$ cat src/rtl/qpc_pkg.sv
package qpc_pkg;

  typedef enum logic [2:0] {
    MODE_OFF      = 3'b000,
    MODE_TIMER    = 3'b001,
    MODE_NONE2    = 3'b010,
    MODE_NONE3    = 3'b011,
    MODE_X2_INDEX = 3'b100,
    MODE_X2_MATCH = 3'b101,
    MODE_X4_INDEX = 3'b110,
    MODE_X4_MATCH = 3'b111
  } qpcMode_e;

  typedef struct packed {
    logic stepUp;
    logic stepDown;
    logic wrapEn;
    logic clearCnt;
    logic loadCnt;
  } qpcStrobe_t;

  localparam logic [1:0] ADDR_CTRL = 2'd0;
  localparam logic [1:0] ADDR_MAX  = 2'd1;
  localparam logic [1:0] ADDR_POS  = 2'd2;

endpackage

$ cat src/rtl/qpc_ctrl.sv
module qpc_ctrl
  import qpc_pkg::*;
#(
  parameter int SYNC_STAGES = 2,
  parameter int AW = 2
) (
  input  logic          clk,
  input  logic          rst_n,
  input  logic          phaseA,
  input  logic          phaseB,
  input  logic          indexIn,
  input  logic          wrEn,
  input  logic [AW-1:0] wrAddr,
  input  logic [6:0]    ctrlWr,   // {err, dir, pinEn, swap, mode[2:0]}
  input  logic          atZero,
  input  logic          atMax,
  output qpcStrobe_t    strb,
  output logic [7:0]    ctrlWord,
  output logic          dirState,
  output logic          pinEn
);

  logic [SYNC_STAGES-1:0] syncA, syncB, syncI;
  qpcMode_e mode;
  logic swap, errFlag;
  logic prevA, prevB, prevI;

  always_ff @(posedge clk) begin
    if (!rst_n) begin
      syncA <= '0;
      syncB <= '0;
      syncI <= '0;
    end else begin
      syncA <= {syncA[SYNC_STAGES-2:0], phaseA};
      syncB <= {syncB[SYNC_STAGES-2:0], phaseB};
      syncI <= {syncI[SYNC_STAGES-2:0], indexIn};
    end
  end

  logic aNow, bNow, idxNow;
  assign aNow   = swap ? syncB[SYNC_STAGES-1] : syncA[SYNC_STAGES-1];
  assign bNow   = swap ? syncA[SYNC_STAGES-1] : syncB[SYNC_STAGES-1];
  assign idxNow = syncI[SYNC_STAGES-1];

  logic aChg, bChg, idxRise;
  logic encMode, x4Mode, idxMode, matchMode, timerMode;
  logic encStep, encUp, errSet, ctrlWrite;

  assign aChg      = aNow ^ prevA;
  assign bChg      = bNow ^ prevB;
  assign idxRise   = idxNow & ~prevI;
  assign encMode   = mode[2];
  assign x4Mode    = mode[1];
  assign idxMode   = mode[2] & ~mode[0];
  assign matchMode = mode[2] & mode[0];
  assign timerMode = (mode == MODE_TIMER);
  assign encStep   = encMode & (x4Mode ? (aChg ^ bChg) : (aChg & ~bChg));
  assign encUp     = aNow ^ prevB;
  assign errSet    = idxMode & idxRise & ~atZero & ~atMax;
  assign ctrlWrite = wrEn && (wrAddr == ADDR_CTRL);

  always_comb begin
    strb.stepUp   = (encStep & encUp) | (timerMode & dirState);
    strb.stepDown = (encStep & ~encUp) | (timerMode & ~dirState);
    strb.wrapEn   = matchMode | timerMode;
    strb.clearCnt = idxMode & idxRise;
    strb.loadCnt  = wrEn && (wrAddr == ADDR_POS);
  end

  always_ff @(posedge clk) begin
    if (!rst_n) begin
      prevA    <= 1'b0;
      prevB    <= 1'b0;
      prevI    <= 1'b0;
      mode     <= MODE_OFF;
      swap     <= 1'b0;
      pinEn    <= 1'b0;
      dirState <= 1'b0;
      errFlag  <= 1'b0;
    end else begin
      prevA <= aNow;
      prevB <= bNow;
      prevI <= idxNow;
      if (ctrlWrite) begin
        mode  <= qpcMode_e'(ctrlWr[2:0]);
        swap  <= ctrlWr[3];
        pinEn <= ctrlWr[4];
      end
      if (encStep)
        dirState <= encUp;
      else if (ctrlWrite && !encMode)
        dirState <= ctrlWr[5];
      if (errSet)
        errFlag <= 1'b1;
      else if (ctrlWrite && !ctrlWr[6])
        errFlag <= 1'b0;
    end
  end

  assign ctrlWord = {errFlag, idxNow, dirState, pinEn, swap, mode};

  // only one direction strobe at a time; simultaneous phase change never steps
  a_r5_single_strobe: assert property (@(posedge clk) disable iff (!rst_n)
    $onehot0({strb.stepUp, strb.stepDown}));
  a_r5_no_double_step: assert property (@(posedge clk) disable iff (!rst_n)
    (encMode && aChg && bChg) |-> !(strb.stepUp || strb.stepDown));
  // error flag rises only out of an index-reset mode
  a_r8_err_index_only: assert property (@(posedge clk) disable iff (!rst_n)
    $rose(errFlag) |-> $past(idxMode));
  // direction bit cannot change in encoder modes without a step
  a_r10_dir_locked: assert property (@(posedge clk) disable iff (!rst_n)
    (encMode && !encStep) |=> $stable(dirState));

endmodule

$ cat src/rtl/qpc_datapath.sv
module qpc_datapath
  import qpc_pkg::*;
#(
  parameter int DW = 16,
  parameter int AW = 2
) (
  input  logic          clk,
  input  logic          rst_n,
  input  qpcStrobe_t    strb,
  input  logic          wrEn,
  input  logic [AW-1:0] wrAddr,
  input  logic [DW-1:0] wrData,
  output logic [DW-1:0] posCount,
  output logic [DW-1:0] maxCount,
  output logic          atZero,
  output logic          atMax
);

  assign atZero = (posCount == '0);
  assign atMax  = (posCount == maxCount);

  always_ff @(posedge clk) begin
    if (!rst_n) begin
      posCount <= '0;
      maxCount <= '0;
    end else begin
      if (wrEn && wrAddr == ADDR_MAX)
        maxCount <= wrData;
      if (strb.loadCnt)
        posCount <= wrData;
      else if (strb.clearCnt)
        posCount <= '0;
      else if (strb.stepUp)
        posCount <= (strb.wrapEn && atMax) ? '0 : posCount + DW'(1);
      else if (strb.stepDown)
        posCount <= (strb.wrapEn && atZero) ? maxCount : posCount - DW'(1);
    end
  end

  // plain step up adds one
  a_r3_step_up: assert property (@(posedge clk) disable iff (!rst_n)
    (strb.stepUp && !strb.loadCnt && !strb.clearCnt && !(strb.wrapEn && atMax))
    |=> posCount == $past(posCount) + DW'(1));
  // wrap at the top and bottom
  a_r6_wrap_up: assert property (@(posedge clk) disable iff (!rst_n)
    (strb.stepUp && strb.wrapEn && atMax && !strb.loadCnt && !strb.clearCnt)
    |=> posCount == '0);
  a_r6_wrap_down: assert property (@(posedge clk) disable iff (!rst_n)
    (strb.stepDown && strb.wrapEn && atZero && !strb.loadCnt && !strb.clearCnt)
    |=> posCount == $past(maxCount));
  // index clear
  a_r7_index_clear: assert property (@(posedge clk) disable iff (!rst_n)
    (strb.clearCnt && !strb.loadCnt) |=> posCount == '0);

endmodule

$ cat src/rtl/quad_pos_counter.sv
module quad_pos_counter
  import qpc_pkg::*;
#(
  parameter int DW = 16,
  parameter int AW = 2
) (
  input  logic          clk,
  input  logic          rst_n,
  input  logic          wrEn,
  input  logic [AW-1:0] wrAddr,
  input  logic [DW-1:0] wrData,
  input  logic [AW-1:0] rdAddr,
  output logic [DW-1:0] rdData,
  input  logic          phaseA,
  input  logic          phaseB,
  input  logic          indexIn,
  output logic          dirPinOut,
  output logic          dirPinOe
);

  qpcStrobe_t strb;
  logic [7:0] ctrlWord;
  logic [DW-1:0] posCount, maxCount;
  logic atZero, atMax, dirState, pinEn;

  qpc_ctrl #(.SYNC_STAGES(2), .AW(AW)) ctrl_i (
    .clk(clk), .rst_n(rst_n),
    .phaseA(phaseA), .phaseB(phaseB), .indexIn(indexIn),
    .wrEn(wrEn), .wrAddr(wrAddr), .ctrlWr({wrData[7], wrData[5:0]}),
    .atZero(atZero), .atMax(atMax),
    .strb(strb), .ctrlWord(ctrlWord), .dirState(dirState), .pinEn(pinEn)
  );

  qpc_datapath #(.DW(DW), .AW(AW)) dp_i (
    .clk(clk), .rst_n(rst_n), .strb(strb),
    .wrEn(wrEn), .wrAddr(wrAddr), .wrData(wrData),
    .posCount(posCount), .maxCount(maxCount),
    .atZero(atZero), .atMax(atMax)
  );

  always_comb begin
    case (rdAddr)
      ADDR_CTRL: rdData = {{(DW-8){1'b0}}, ctrlWord};
      ADDR_MAX:  rdData = maxCount;
      ADDR_POS:  rdData = posCount;
      default:   rdData = '0;
    endcase
  end

  assign dirPinOe  = pinEn;
  assign dirPinOut = pinEn & dirState;

  // pin follows the direction bit only while enabled
  a_r13_pin: assert property (@(posedge clk) disable iff (!rst_n)
    !dirPinOe |-> !dirPinOut);

endmodule

$ cat config.mk
export PLATFORM = sky130hd
export DESIGN_NAME = quad_pos_counter
export DESIGN_NICKNAME = d
export VERILOG_FILES = /design/src/rtl/qpc_pkg.sv /design/src/rtl/qpc_ctrl.sv /design/src/rtl/qpc_datapath.sv /design/src/rtl/quad_pos_counter.sv
export SDC_FILE = /design/constraint.sdc
export NUM_CORES = 1
export LEC_CHECK = 0
export ABC_AREA = 1
export CAP_MARGIN = 20
export CORE_MARGIN = 3
export CORE_UTILIZATION = 50
export CTS_BUF_LIST = sky130_fd_sc_hd__clkbuf_8
export DETAILED_ROUTE_END_ITERATION = 10
export MAX_ROUTING_LAYER = met4
export PLACE_DENSITY_LB_ADDON = 0.3
export SYNTH_ARGS = -nofsm -noshare
export SYNTH_HDL_FRONTEND = slang
export SYNTH_SLANG_ARGS = --single-unit
$ cat constraint.sdc
create_clock -name clk -period 4.75 [get_ports clk]
set_input_delay 0.95 -clock clk [delete_from_list [all_inputs] [get_ports clk]]
set_output_delay 0.95 -clock clk [all_outputs]
set_load 0.01 [all_outputs]
* Word-level counts from Yosys, hierarchy flattened
Index checks and enable logic that the tools add are counted.
Storage, ports and cells: input port bits 26, register bits after elaboration 48, logic and storage cells 77, output and inout bits 18
Operators by class: bitwise operators 27, reductions and logical operators 15, mux-type cells 14, add/subtract/negate cells 2, eq/ne operators 6
Operators with widths (number):
- 16-bit 2-to-1 mux | 6
- 16-bit one-hot mux with 3 select lines | 1
- 16-bit by 1-bit adder with 16-bit output (second input constant) | 1
- 16-bit == test | 1
- 16-bit logical NOT | 1
- 16-bit by 1-bit subtractor with 16-bit output (second input constant) | 1
- 1-bit AND | 13
- 1-bit logical AND | 7
- 1-bit 2-to-1 mux | 7
- 1-bit NOT | 7
- 2-bit by 1-bit == test with 1-bit output (second input constant) | 2
- 2-bit == test (second input constant) | 2
- 2-bit logical NOT | 2
- 2-bit nonzero test | 2
- 4-bit nonzero test | 1
- 1-bit bitwise XOR | 4
- 3-bit by 1-bit == test with 1-bit output (second input constant) | 1
- 1-bit bitwise OR | 3
- 1-bit logical NOT | 2

* Depth between registers and ports, before layout
depth in word-level cells 12, mapped depth 17, depth with buffers taken out 16

* By module
A second synthesis with hierarchy kept.
Second synthesis, totals: cell total of the unflattened synthesis 633, area, all modules 3963.8 µm²
By module, submodules not included:
- qpc_datapath | cells an instance 469, instances 1, area each 2839.0 µm², sequential area each 640.6 µm²
- qpc_ctrl | cells an instance 99, instances 1, area each 752.0 µm², sequential area each 320.3 µm²
- quad_pos_counter | cells an instance 65, instances 1, area each 372.9 µm², sequential area each 0.0 µm²

* Worst setup path after synthesis
No wires, ideal clock.
path kind input to output, start input port rdAddr[1], end output port rdData[2], buffers on the path 2, stages on the path 5, data arrival time 1.845 ns, data required time 3.800 ns, slack 1.955 ns, path through inv_1 > or2_2 > clkbuf_1 > clkbuf_1 > o221ai_1
On the way: word-level cells in the longest chain between the ends 2, elaborated cells between the ends (all ways) 4, those cells by class eq/ne (2); mux (1); reduce/logical (1)
Ends and longest elaborated chain:
- start: declaration | RTL line quad_pos_counter.sv:12 | input logic [AW-1:0] rdAddr,
- 2-bit == test, or another cell as far along | RTL line quad_pos_counter.sv:42 | case (rdAddr)
- 16-bit one-hot mux with 3 select lines (*) | RTL line quad_pos_counter.sv:42
- end: declaration | RTL line quad_pos_counter.sv:13 | output logic [DW-1:0] rdData,
Every way passes the cells marked *; elsewhere a longest branch is shown, timed or not.

* Worst setup path after layout
start input port rdAddr[0], end output port rdData[7]
The elaborated chain is that of the path after synthesis.

==> results.toml <==
[placed_design]
io_buffers = 43
gp_congestion = 0.959
hpwl_mm = 8.07
pre_cts_slack_ns = 0.956
postPlaceCellArea_um2 = 4140

[clock_network]
cts_resized = 0
cts_buffer_depth = 2
cts_tree = "yes"
cts_hold_buf = 0
clock_sinks = 48
htree_levels = 2
postCtsSetupBuffers = 0
numCtsBuffers = 5
insertion_delay_ns = 0.31
clk_pin_slew_worst_paths_ns = 0.10
clock-root-buffer = "clkbuf_8"

[drt]
first_iter_violations = 462
drt_drc_violations_left = 0
via_count = 4096
dr.pass1.iters = 5
wl_per_cell_um = 15.1
routed_wl_mm = 11.0
via_per_inst = 5.60
drt.antenna.violating_nets = 0

[setup_path]
crit_path_max_fanout = 16
r2r-end = "dp_i.posCount[11]"
cp_top_family = "buffers and inverters"
worst-path-buf-inv = 2
r2r_start = "ctrl_i.swap"
critPathKind = "primary input to output pin"
cp.required_ns = 3.80
worstPathCellList = "clkdlybuf4s50_1 > nand2_1 > o221ai_1 > clkdlybuf4s50_1"
slowest_delay_ns = 0.59
slowest_stage = "clkdlybuf4s50_1"
worst-path-stages = 4
timing.critical_path.mode_cell = "clkdlybuf4s50_1"
r2r_cells = 16
crit_path_start = "rdAddr[0]"
rrSetupSlack_ns = 2.20
crit_path_end = "rdData[7]"
startpoint_type = "primary input"
arrival_ns = 2.86
crit_path_end_kind = "output pin"

[synth]
synth_area_per_cell_um2 = 6.15
netlist_area_um2 = 3750
post-synth-top-area-fraction_pct = 25.6
post_synth_main_area_contributors = "dfxtp_1 (26%), nand2_1 (18%), a21oi_1 (8.5%)"
ys_warn_count = 0
ys_ff_latch = 48
synth_largest_area_cell = "dfxtp_1"
yosysUniqueCellTypes = 35
synth.net_count = 639
syn_inst = 609
ys_seq_area_share_pct = 25.6

[die]
dieArea_um2 = 8570
ios = 44
row_count = 30
coreArea_um2 = 7020
die_x_um = 92.6
start_util_pct = 53.4
fp.dieH_um = 92.6

[global_routing]
top_usage_layer = "met2"
use_met2_pct = 43.8
grt_max_degree = 33
grtUsageMet3_pct = 3.90
met1_usage_pct = 35.1
grt_pass1_wl_mm = 18.2
antenna_found_initial = 0
grt_pass1_vias = 3785
grt_overflow = 0
grt.total_usage_pct = 27.0

[sta]
worst_pin_slew_ns = 0.696
rsz0062_at_grt = "false"
skew_ns = 0.00632
fin_crit_ns = 3.81
drv_slew = 0
fmax_ghz = 0.262
hold_viol = 0
fin_setup_tns_ns = 0
finalCritPeriodShare_pct = 80.2
worst_slack_ns = 0.940
setup_viol = 0
slew_headroom_pct = 53.5

[cells_and_area]
layout-drive-gt1-share_pct = 7.87
final_common_cell = "nand2_1"
n_antenna_cell = 0
final_area_um2 = 4240
final_cell_mix = "nand2_1 (175), a21oi_1 (64), inv_1 (59), nor2_1 (57), o21ai_0 (50)"
register_area_um2 = 961
nNetsFinal = 664
area_growth_syn_to_layout_pct = 13.1
fillerInstances = 699
multi_input_area_um2 = 2320

[power]
power.density_nw_per_um2 = 290
p_leak_nw = 1.85
finalPower_w = 0.00123
ir_drop_mv = 0.198

[job]
drv_cap = 0

[outcome]
status = "complete, no violations"

[hold_path]
hold_class = "flop to flop"
[state kept, by name, summed over array words and instances (netlist names)]
signal and flops:
dp_i.posCount 16, ctrl_i.dirState 1, ctrl_i.swap 1, ctrl_i.mode 3, ctrl_i.prevA 1, ctrl_i.prevI 1, ctrl_i.prevB 1, ctrl_i.errFlag 1
ctrl_i.syncA 2, ctrl_i.syncI 2, ctrl_i.syncB 2, dp_i.maxCount 16, ctrl_i.pinEn 1
[Yosys cell counts]
master,count
nand2_1,175
xor2_1,14
nor3_4,1
clkbuf_1,13
nand3_1,36
dfxtp_1,48
inv_1,59
xnor2_1,2
clkbuf_8,1
o22ai_1,8
o211ai_1,1
nor2_2,6
buf_4,6
nand4_1,4
or2_2,1
o221ai_1,8
nand3b_1,1
nand3_2,2
buf_2,1
nand3_4,2
a21oi_2,3
nor3_1,7
buf_6,9
o21ai_1,1
nand2_4,1
inv_2,6
a21oi_4,1
o21ai_0,50
nand2_2,5
nor2_4,9
nor3b_1,1
nor2_1,57
clkinv_1,2
a21oi_1,64
ha_1,4
[kinds of logic (layout without fill, tap and decap cells)]
group                      Yosys count  after routing  share of synthesized area (%)
and+or+nand+nor                    308            308                           37.0
xor gates and xnor gates            16             16                           3.74
adders and majority gates            4              4                           1.34
DFF                                 48             48                           25.6
AOI/OAI and AO/OA                  136            136                           19.9
buffers and inverters               97            123                           12.4
[worst min path at each step]
stage	start	end	slack [ns]	cells past startpoint
finish	ctrl_i.syncB[0]	ctrl_i.syncB[1]	0.43	2
global route	ctrl_i.syncB[0]	ctrl_i.syncB[1]	0.44	2
CTS	ctrl_i.syncB[0]	ctrl_i.syncB[1]	0.43	2
detailed placement	ctrl_i.syncB[0]	ctrl_i.syncB[1]	0.41	2
global placement	ctrl_i.syncA[0]	ctrl_i.syncA[1]	0.40	2
floorplan	ctrl_i.syncA[0]	ctrl_i.syncA[1]	0.39	2
[worst register-to-register path, cell delays in order, from the launching register on]
cell	delay [ns]
dfxtp_1	0.46
inv_1	0.12
nand2_1	0.09
nand2_1	0.08
xnor2_1	0.13
ha_1	0.29
nand2_1	0.07
nand2_1	0.06
nor2_2	0.14
nand3_2	0.13
nand2_4	0.25
inv_2	0.20
o21ai_0	0.11
nor2_1	0.06
nor2_1	0.11
nand2_1	0.07
a21oi_1	0.12
[routing by layer]
| metal | vias to the layer above | part of all wire, % |
|---|---|---|
| li1 | 2023 | - |
| met1 | 1853 | 43 |
| met2 | 204 | 47 |
| met3 | 16 | 8.7 |
| met4 | 0 | 1.4 |
| met5 | - | 0 |
[metrics by stage]
stage / utilization (%) / hold WS, ns / cells
after floorplan: - / 0.390 / 609
after global placement: 58.6 / 0.397 / 722
after detailed placement: 59.0 / 0.412 / 723
after CTS: 60.4 / 0.431 / 731
after global routing: 60.4 / 0.441 / 731
final: 60.4 / 0.425 / 731
[area by class of cell]
cell class | instances | area share, %
Inverter | 67 | 5.93
Clock inverter | 2 | 0.325
Clock buffer | 6 | 1.95
Tap cell | 96 | 2.83
Sequential cell | 48 | 22.7
Multi-Input combinational cell | 464 | 54.8
Timing Repair Buffer | 48 | 11.5
[power by group]
part,switching (W),total (W),internal (W)
logic,0.000291,0.000473,0.000182
clock network,0.000151,0.000270,0.000119
registers,0.0000529,0.000485,0.000432
total,0.000494,0.00123,0.000734
No activity file was read; power rests on OpenSTA's default activity.
